<file path="config.mk">
export PLATFORM = sky130hd
export DESIGN_NAME = qirq_regblk
export DESIGN_NICKNAME = d
export VERILOG_FILES = /design/src/rtl/qirq_pkg.sv /design/src/rtl/qirq_cfg_reg.sv /design/src/rtl/qirq_sticky.sv /design/src/rtl/qirq_irq_calc.sv /design/src/rtl/qirq_regblk.sv
export SDC_FILE = /design/constraint.sdc
export NUM_CORES = 1
export LEC_CHECK = 0
export ABC_CLOCK_PERIOD_IN_PS = 2120
export CAP_MARGIN = 40
export CORE_AREA = 5 5 69 71
export CTS_CLUSTER_DIAMETER = 50
export DETAILED_ROUTE_END_ITERATION = 8
export DIE_AREA = 0 0 74 76
export PLACE_DENSITY = 0.77
export SYNTH_ARGS = -nofsm -noshare
export SYNTH_HDL_FRONTEND = slang
export SYNTH_SLANG_ARGS = --single-unit
</file>
<file path="constraint.sdc">
create_clock -name clk -period 2.12 [get_ports clk]
set_clock_uncertainty 0.2 [all_clocks]
set_input_delay 0.636 -clock clk [delete_from_list [all_inputs] [get_ports clk]]
set_output_delay 0.636 -clock clk [all_outputs]
set_load 0.02 [all_outputs]
</file>
<file path="src/rtl/qirq_pkg.sv">
package qirq_pkg;
  localparam int unsigned DW = 32;
  localparam int unsigned NQ = 4;
  localparam int unsigned ERR_W = 3;
  localparam int unsigned CFG_W = 6;

  localparam logic [1:0] IDX_CFG = 2'd0;
  localparam logic [1:0] IDX_ERR = 2'd1;
  localparam logic [1:0] IDX_CSR = 2'd2;
  localparam logic [1:0] IDX_MSK = 2'd3;

  localparam int unsigned RSP_LSB  = 16;
  localparam int unsigned REQ_LSB  = 8;
  localparam int unsigned ERR_BIT  = 7;
  localparam int unsigned PEND_BIT = 3;
  localparam int unsigned NONQ_BIT = 2;
  localparam int unsigned IDLE_BIT = 1;
  localparam int unsigned SRST_BIT = 0;

  localparam logic [DW-1:0] MASK_WR = 32'h000F_0F84;

  function automatic logic [DW-1:0] irq_vector(
    input logic [NQ-1:0] rsp,
    input logic [NQ-1:0] req,
    input logic          err_any,
    input logic          nonq,
    input logic [DW-1:0] mask
  );
    logic [DW-1:0] v;
    v = '0;
    v[RSP_LSB +: NQ] = rsp;
    v[REQ_LSB +: NQ] = ~req;
    v[ERR_BIT]  = err_any;
    v[NONQ_BIT] = nonq;
    return v & mask;
  endfunction
endpackage

</file>
<file path="src/rtl/qirq_cfg_reg.sv">
module qirq_cfg_reg #(
  parameter int unsigned W = 6
) (
  input  logic         clk,
  input  logic         rst_n,
  input  logic         soft_rst,
  input  logic         wr_en,
  input  logic [W-1:0] wdata,
  output logic [W-1:0] q
);
  always_ff @(posedge clk or negedge rst_n) begin
    if (!rst_n)        q <= '0;
    else if (soft_rst) q <= '0;
    else if (wr_en)    q <= wdata;
  end

  AST_CFG_HOLD: assert property (@(posedge clk) disable iff (!rst_n)
    (!$past(wr_en) && !$past(soft_rst)) |-> $stable(q));
endmodule

</file>
<file path="src/rtl/qirq_sticky.sv">
module qirq_sticky #(
  parameter int unsigned W = 3
) (
  input  logic         clk,
  input  logic         rst_n,
  input  logic         soft_rst,
  input  logic [W-1:0] set_bits,
  input  logic [W-1:0] clr_bits,
  output logic [W-1:0] q
);
  always_ff @(posedge clk or negedge rst_n) begin
    if (!rst_n)        q <= '0;
    else if (soft_rst) q <= '0;
    else               q <= (q & ~clr_bits) | set_bits;
  end

  AST_STICKY_HOLD: assert property (@(posedge clk) disable iff (!rst_n)
    !$past(soft_rst) |-> ((($past(q) & ~$past(clr_bits)) & ~q) == '0));
  AST_SET_WINS: assert property (@(posedge clk) disable iff (!rst_n)
    !$past(soft_rst) |-> ((q & $past(set_bits)) == $past(set_bits)));
endmodule

</file>
<file path="src/rtl/qirq_irq_calc.sv">
module qirq_irq_calc
  import qirq_pkg::*;
(
  input  logic [NQ-1:0] rsp,
  input  logic [NQ-1:0] req,
  input  logic          err_any,
  input  logic          nonq,
  input  logic [DW-1:0] mask,
  output logic [DW-1:0] vec,
  output logic          irq
);
  always_comb begin
    vec = irq_vector(rsp, req, err_any, nonq, mask);
    irq = |vec;
  end

  always_comb begin
    if (irq) AST_IRQ_NEEDS_MASK: assert (mask != '0);
  end
endmodule

</file>
<file path="src/rtl/qirq_regblk.sv">
module qirq_regblk
  import qirq_pkg::*;
(
  input  logic          clk,
  input  logic          rst_n,
  input  logic          host_we,
  input  logic [1:0]    host_word,
  input  logic [31:0]   host_wdata,
  output logic [31:0]   host_rdata,
  input  logic [3:0]    req_stat,
  input  logic [3:0]    rsp_stat,
  input  logic          sae_evt,
  input  logic [2:0]    sae_kind,
  input  logic          nonq_evt,
  input  logic          idle_in,
  output logic          irq
);
  logic wr_cfg, wr_err, wr_csr, wr_msk, soft_rst;
  logic [CFG_W-1:0] cfg_q;
  logic [ERR_W-1:0] err_q, err_set, err_clr;
  logic [0:0]       nonq_q, nonq_set, nonq_clr;
  logic [DW-1:0]    mask_q, irq_vec, csr_val;
  logic             err_any;

  assign wr_cfg   = host_we && (host_word == IDX_CFG);
  assign wr_err   = host_we && (host_word == IDX_ERR);
  assign wr_csr   = host_we && (host_word == IDX_CSR);
  assign wr_msk   = host_we && (host_word == IDX_MSK);
  assign soft_rst = wr_csr && host_wdata[SRST_BIT];

  assign err_set  = sae_evt ? sae_kind : '0;
  assign err_clr  = wr_err ? host_wdata[ERR_W-1:0] : '0;
  assign nonq_set = nonq_evt;
  assign nonq_clr = wr_csr && host_wdata[NONQ_BIT];

  qirq_cfg_reg #(.W(CFG_W)) u_cfg (
    .clk(clk), .rst_n(rst_n), .soft_rst(soft_rst),
    .wr_en(wr_cfg), .wdata(host_wdata[CFG_W-1:0]), .q(cfg_q)
  );

  qirq_sticky #(.W(ERR_W)) u_err (
    .clk(clk), .rst_n(rst_n), .soft_rst(soft_rst),
    .set_bits(err_set), .clr_bits(err_clr), .q(err_q)
  );

  qirq_sticky #(.W(1)) u_nonq (
    .clk(clk), .rst_n(rst_n), .soft_rst(soft_rst),
    .set_bits(nonq_set), .clr_bits(nonq_clr), .q(nonq_q)
  );

  always_ff @(posedge clk or negedge rst_n) begin
    if (!rst_n)        mask_q <= '0;
    else if (soft_rst) mask_q <= '0;
    else if (wr_msk)   mask_q <= host_wdata & MASK_WR;
  end

  assign err_any = |err_q;

  qirq_irq_calc u_irq (
    .rsp(rsp_stat), .req(req_stat), .err_any(err_any),
    .nonq(nonq_q[0]), .mask(mask_q), .vec(irq_vec), .irq(irq)
  );

  always_comb begin
    csr_val = '0;
    csr_val[RSP_LSB +: NQ] = rsp_stat;
    csr_val[REQ_LSB +: NQ] = req_stat;
    csr_val[ERR_BIT]  = err_any;
    csr_val[PEND_BIT] = irq;
    csr_val[NONQ_BIT] = nonq_q[0];
    csr_val[IDLE_BIT] = idle_in;
  end

  always_comb begin
    unique case (host_word)
      IDX_CFG: host_rdata = {{(DW-CFG_W){1'b0}}, cfg_q};
      IDX_ERR: host_rdata = {{(DW-ERR_W){1'b0}}, err_q};
      IDX_CSR: host_rdata = csr_val;
      default: host_rdata = mask_q;
    endcase
  end

  AST_SOFT_CLEARS: assert property (@(posedge clk) disable iff (!rst_n)
    $past(soft_rst) |-> (cfg_q == '0 && err_q == '0 && nonq_q == '0 && mask_q == '0));
  AST_MASK_GATES: assert property (@(posedge clk) disable iff (!rst_n)
    (mask_q == '0) |-> !irq);
  AST_CSR_NOT_SRST: assert property (@(posedge clk) disable iff (!rst_n)
    (host_word == IDX_CSR) |-> !host_rdata[SRST_BIT]);
  AST_PEND_TRACKS: assert property (@(posedge clk) disable iff (!rst_n)
    (host_word == IDX_CSR) |-> (host_rdata[PEND_BIT] == (irq_vec != '0)));
endmodule

</file>
==> impl_metrics.ini, run 1 <==
[timing]
final_hold_viol_count = 0
setup_slack_ns = -0.428
fin_tns_setup_ns = -1.15
whs_ns = 0.309
slew_headroom = 0.664
drv_slew = 0
period_minus_slack_ns = 2.55
setup_viol = 8
fin_crit_sh = 1.20
rsz0062_at_grt = true
worstMarginPinSlew_ns = 0.504
max_freq_mhz = 392

[global_route]
antenna_found_initial = 0
track_usage = 0.145
grt_max_degree = 21
grt_pass1_wl_mm = 6.33
grt.overflow.total = 0
first_global_vias = 1385

[finish]
drive_gt1_frac = 0.404
areaGrowthSynthToFinish_pct = 80.0
fill_cells = 354
fin_util = 0.537
layout.nets = 280
stdcell_area_um2 = 2240
layout.cells.non_filler = 280
antenna_cells = 0

[detailed_routing]
drtIter0Drc = 97
ant_nets = 0
vias = 1283
wire_per_inst_um = 14.7
first_pass_iters = 4
via_per_inst = 4.58
route.detailed.drc = 0
wirelength_mm = 4.12

[clock_tree]
cts_sinks = 20
cts-hold-fix-buffers = 0
cts_root_buffer = clkbuf_8
cts_tree = built
cts_max_level = 1
clkTransAtPathRegs_ns = 0.07
clockBufferDepth = 2
cts_buffers = 3
clk_latency_ns = 0.26

[placed_design]
gp_congestion = 0.809
port_buffers = 49
dp_hpwl_mm = 2.96
place_area_um2 = 2010
dp_cells = 270
place_ws_ns = -1.13

[setup_path]
cp_max_fo = 2
crit_type = in2out
required_ns = 1.28
cp-startpoint = rsp_stat[0]
end_kind = output port
worst_ep_arrival_time_ns = 1.71
r2r_start = mask_q[2]
start_kind = input port
reg2reg_depth = 4

[logic_synthesis]
synth.area.top_cells = dfrtp_1, buf_4, mux2i_1, nand2_1, a21oi_1
synth_cells = 144
syn-cell-area_um2 = 1240
synth_edf_count = 0
synthFlopType = dfrtp_1
synth_area_leader_cell = dfrtp_1
syn_avg_cell_area_um2 = 8.65
yosysWarnings = 0
yosysMostFrequentCell = nand2_1
async_flop_share = 1.00
ys_top_cells_by_count = nand2_1, dfrtp_1, buf_4
yosysSeqAreaShare = 0.402
synth-seq-cells = 20
synth.distinct_cells = 29
synth_top_area_frac = 0.402

[status]
status = finished, violations left
violations = negative setup slack

[flow_run]
maxCapViolCount = 0

[pwr]
p_leak_nw = 1.05
power_density_nw_per_um2 = 587
vdd_drop_max_v = 0.000244
totalPowerFinal_mw = 1.32

[floorplanning]
die_w_um = 74
die_area_um2 = 5620
core_area_um2 = 4170
die_y_um = 76
start_util = 0.298
rows = 24
pin_count = 84

[worst_hold_path]
hold_start = u_cfg.q[3]
hp-class = reg2reg
min_path_cells = 1
[final timing paths]
kind	slack (ns)	end
hold / removal	0.31	u_cfg.q[3]
min in group asynchronous	0.51	mask_q[2]
setup reg to reg	0.98	mask_q[2]
hold reg to reg	0.31	u_cfg.q[3]
setup / recovery	-0.43	host_rdata[3]
max in group asynchronous	1.00	mask_q[8]
[per-layer routing]
layer	wire, um	vias to the layer above	global-route usage
met5	0	-	0
li1	-	630	-
met3	345	10	0.0462
met1	1530	586	0.157
met4	96	0	0.0761
met2	2140	57	0.244
[state kept, by name (all words and copies together), names as in the netlist]
signal and flops:
u_cfg.q 6, u_err.q 3, mask_q 10, u_nonq.q 1
[logic make-up after synthesis]
group / after synthesis / synth area share
buffers and inverters: 29 / 0.145
other: 1 / 0.00301
DFF: 20 / 0.402
AOI/OAI and AO/OA: 30 / 0.157
and+or+nand+nor: 53 / 0.192
muxes: 11 / 0.102
[power by group]
part / internal [mW] / switching, mW
Clock: 0.166 / 0.127
Combinational: 0.301 / 0.256
Sequential: 0.433 / 0.0340
Total: 0.899 / 0.417
[repair_timing]
item / 4_1_cts / 5_1_grt
endpoints found under the setup margin: 35 / 16
cloned: 0 / 0
pin swaps: 13 / 8
endpoints found under the hold margin: 0 / 0
setup buffers: 6 / 2
resized for setup: 135 / 23
[placed cells by master (no fill, tap or decap), types with 2 or more instances in the layout]
cell type	instances
buf_4	39
nand2_1	23
clkdlybuf4s50_1	22
dfrtp_1	20
conb_1	17
buf_6	15
a21oi_1	13
nor2_2	6
mux2i_1	6
a22o_1	6
nor2_1	5
o21ai_0	4
clkbuf_8	4
inv_1	3
nand3_1	3
dlygate4sd2_1	3
clkdlybuf4s15_1	3
nand2_2	2
nor2b_2	2
nor3b_2	2
mux2i_2	2
and3_1	2
mux2i_4	2
o21ai_1	2
buf_12	2
buf_8	2
[critical path, cell delays in order]
cell,delay (ns)
buf_6,0.10
a22oi_2,0.22
nand3_4,0.11
a2111oi_4,0.24
buf_4,0.18
a311oi_4,0.08
buf_6,0.14
[final cells by class]
class	instances	area [um2]	share of cell area
Sequential cell	20	500	0.223
Multi-Input combinational cell	111	776	0.346
Inverter	5	26.3	0.0117
Timing Repair Buffer	88	818	0.365
Clock buffer	4	55.1	0.0246
Tap cell	52	65.1	0.0290
No activity file was read; power rests on OpenSTA's default activity.
==> inputs of run 2 (changes only) <==
--- a/config.mk
+++ b/config.mk
@@ -5,13 +5,13 @@
 export SDC_FILE = /design/constraint.sdc
 export NUM_CORES = 1
 export LEC_CHECK = 0
-export ABC_CLOCK_PERIOD_IN_PS = 2120
+export ABC_CLOCK_PERIOD_IN_PS = 2460
 export CAP_MARGIN = 40
-export CORE_AREA = 5 5 69 71
+export CORE_AREA = 5 5 66 68
 export CTS_CLUSTER_DIAMETER = 50
 export DETAILED_ROUTE_END_ITERATION = 8
-export DIE_AREA = 0 0 74 76
-export PLACE_DENSITY = 0.77
+export DIE_AREA = 0 0 71 73
+export PLACE_DENSITY = 0.8
 export SYNTH_ARGS = -nofsm -noshare
 export SYNTH_HDL_FRONTEND = slang
 export SYNTH_SLANG_ARGS = --single-unit
==> constraint.sdc (replaced) <==
create_clock -name clk -period 2.46 [get_ports clk]
set_clock_uncertainty 0.2 [all_clocks]
set_input_delay 0.738 -clock clk [delete_from_list [all_inputs] [get_ports clk]]
set_output_delay 0.738 -clock clk [all_outputs]
set_load 0.02 [all_outputs]
==> impl_metrics.ini, run 2 (synthesis gave the netlist of run 1 again) <==
[finish]
mostFrequentLayoutCells = nand2_1, buf_4, clkdlybuf4s50_1
reg_top3 = mask_q: 10 flops, u_cfg.q: 6 flops, u_err.q: 3 flops
drive_gt1_frac = 0.293
stdcell_area_um2 = 1980
antenna_cells = 0
largest_register_ffs = 10
layout.cells.non_filler = 265
largest-register = mask_q
layout.nets = 267
areaGrowthSynthToFinish_pct = 58.7

[timing]
setup_viol = 2
final_hold_viol_count = 0
period_minus_slack_ns = 2.67
rsz0062_at_grt = true
whs_ns = 0.296
drv_slew = 0
fin_crit_sh = 1.09
setup_slack_ns = -0.214
max_freq_mhz = 374

[placed_design]
dp_cells = 260
place_area_um2 = 1910
gp_congestion = 0.795
dp_hpwl_mm = 2.82
port_buffers = 49

[detailed_routing]
wirelength_mm = 3.55
drtIter0Drc = 37
route.detailed.drc = 0
ant_nets = 0
wire_per_inst_um = 13.4
via_per_inst = 4.53
vias = 1200
first_pass_iters = 5

[setup_path]
crit_type = reg2out
required_ns = 1.52
start_kind = register
end_kind = output port
cp_max_fo = 2
worst_ep_arrival_time_ns = 1.74

[status]
violations = negative setup slack
status = finished, violations left

[floorplanning]
die_w_um = 71
rows = 23
die_area_um2 = 5180
pin_count = 84
die_y_um = 73
core_area_um2 = 3800
start_util = 0.328

[clock_tree]
clk_latency_ns = 0.25
cts_tree = built
cts_max_level = 1
clkTransAtPathRegs_ns = 0.08
cts_sinks = 20
cts_buffers = 3
clockBufferDepth = 2
cts-hold-fix-buffers = 0
cts_root_buffer = clkbuf_8

[global_route]
grt.overflow.total = 0
track_usage = 0.140
antenna_found_initial = 0
first_global_vias = 1270
grt_pass1_wl_mm = 5.78
grt_max_degree = 21

[pwr]
p_int_uw = 786
totalPowerFinal_mw = 1.11
clockPowerShare = 0.294
power_density_nw_per_um2 = 561
pwr-share-seq = 0.363
p_leak_nw = 0.962
swShare = 0.291
comb_power_share = 0.343
p_sw_uw = 322
vdd_drop_max_v = 0.000208

[worst_hold_path]
hp-class = reg2reg

[flow_run]
maxCapViolCount = 0
-- run 2: cell count changes in the layout (fill, tap and decap cells not counted), moves of 4 or more --
cell and delta:
buf_6 -8, mux2i_1 +4, buf_4 -15, nor2_1 +6, nor2_2 -6, buf_2 +10
-- run 2: routing by layer --
| layer | global-route usage | part of all wire |
|---|---|---|
| met1 | 0.155 | 0.38 |
| met4 | 0.0585 | 0.014 |
| met5 | 0 | 0 |
| met3 | 0.0248 | 0.061 |
| met2 | 0.263 | 0.54 |
-- run 2: worst paths after layout --
check                           start            end  slack [ns]  cells after the start
min                        u_cfg.q[4]     u_cfg.q[4]        0.30                      1
max                        u_err.q[0]  host_rdata[3]       -0.21                      5
max reg2reg                u_err.q[0]     u_err.q[0]        1.30                      4
min reg2reg                u_cfg.q[4]     u_cfg.q[4]        0.30                      1
min in group asynchronous       rst_n     mask_q[17]        0.61                      2
max in group asynchronous       rst_n     mask_q[16]        1.24                      2
-- run 2: power groups by stage --
stage	registers, mW	clock network (mW)	logic, mW
global route	0.409	0.347	0.413
CTS	0.402	0.330	0.384
finish	0.402	0.326	0.380
detailed placement	0.406	0	0.382
floorplan	0.403	0	0.203
global placement	0.403	0	0.376
-- run 2: per-stage QoR --
step	TNS (ns)	setup WS, ns	util
6_report	-0.361	-0.214	0.520
5_1_grt	-0.551	-0.311	0.520
4_1_cts	-0.491	-0.296	0.530
3_5_place_dp	-16.77	-0.985	0.504
3_3_place_gp	-16.45	-0.942	0.504
2_1_floorplan	-0.242	-0.0954	-
-- run 2: what timing repair did --
item / 4_1_cts / 5_1_grt
resized for setup: 98 / 16
setup buffers: 0 / 1
pin swaps: 7 / 4
endpoints found under the setup margin: 16 / 14
-- run 2: cell type report --
class,count,area [um2]
fillers,354,1820
clock buffers,3,41.3
multi-input cells,111,678
inverters,5,18.8
well taps,50,62.6
repair buffers,75,644
flip-flops and latches,20,500
clock inverters,1,30.0
-- run 2: critical path, stage by stage (launching register included) --
cell,delay [ns]
dfrtp_1,0.38
or3_4,0.39
a222oi_1,0.26
buf_4,0.19
a311oi_2,0.08
buf_4,0.18
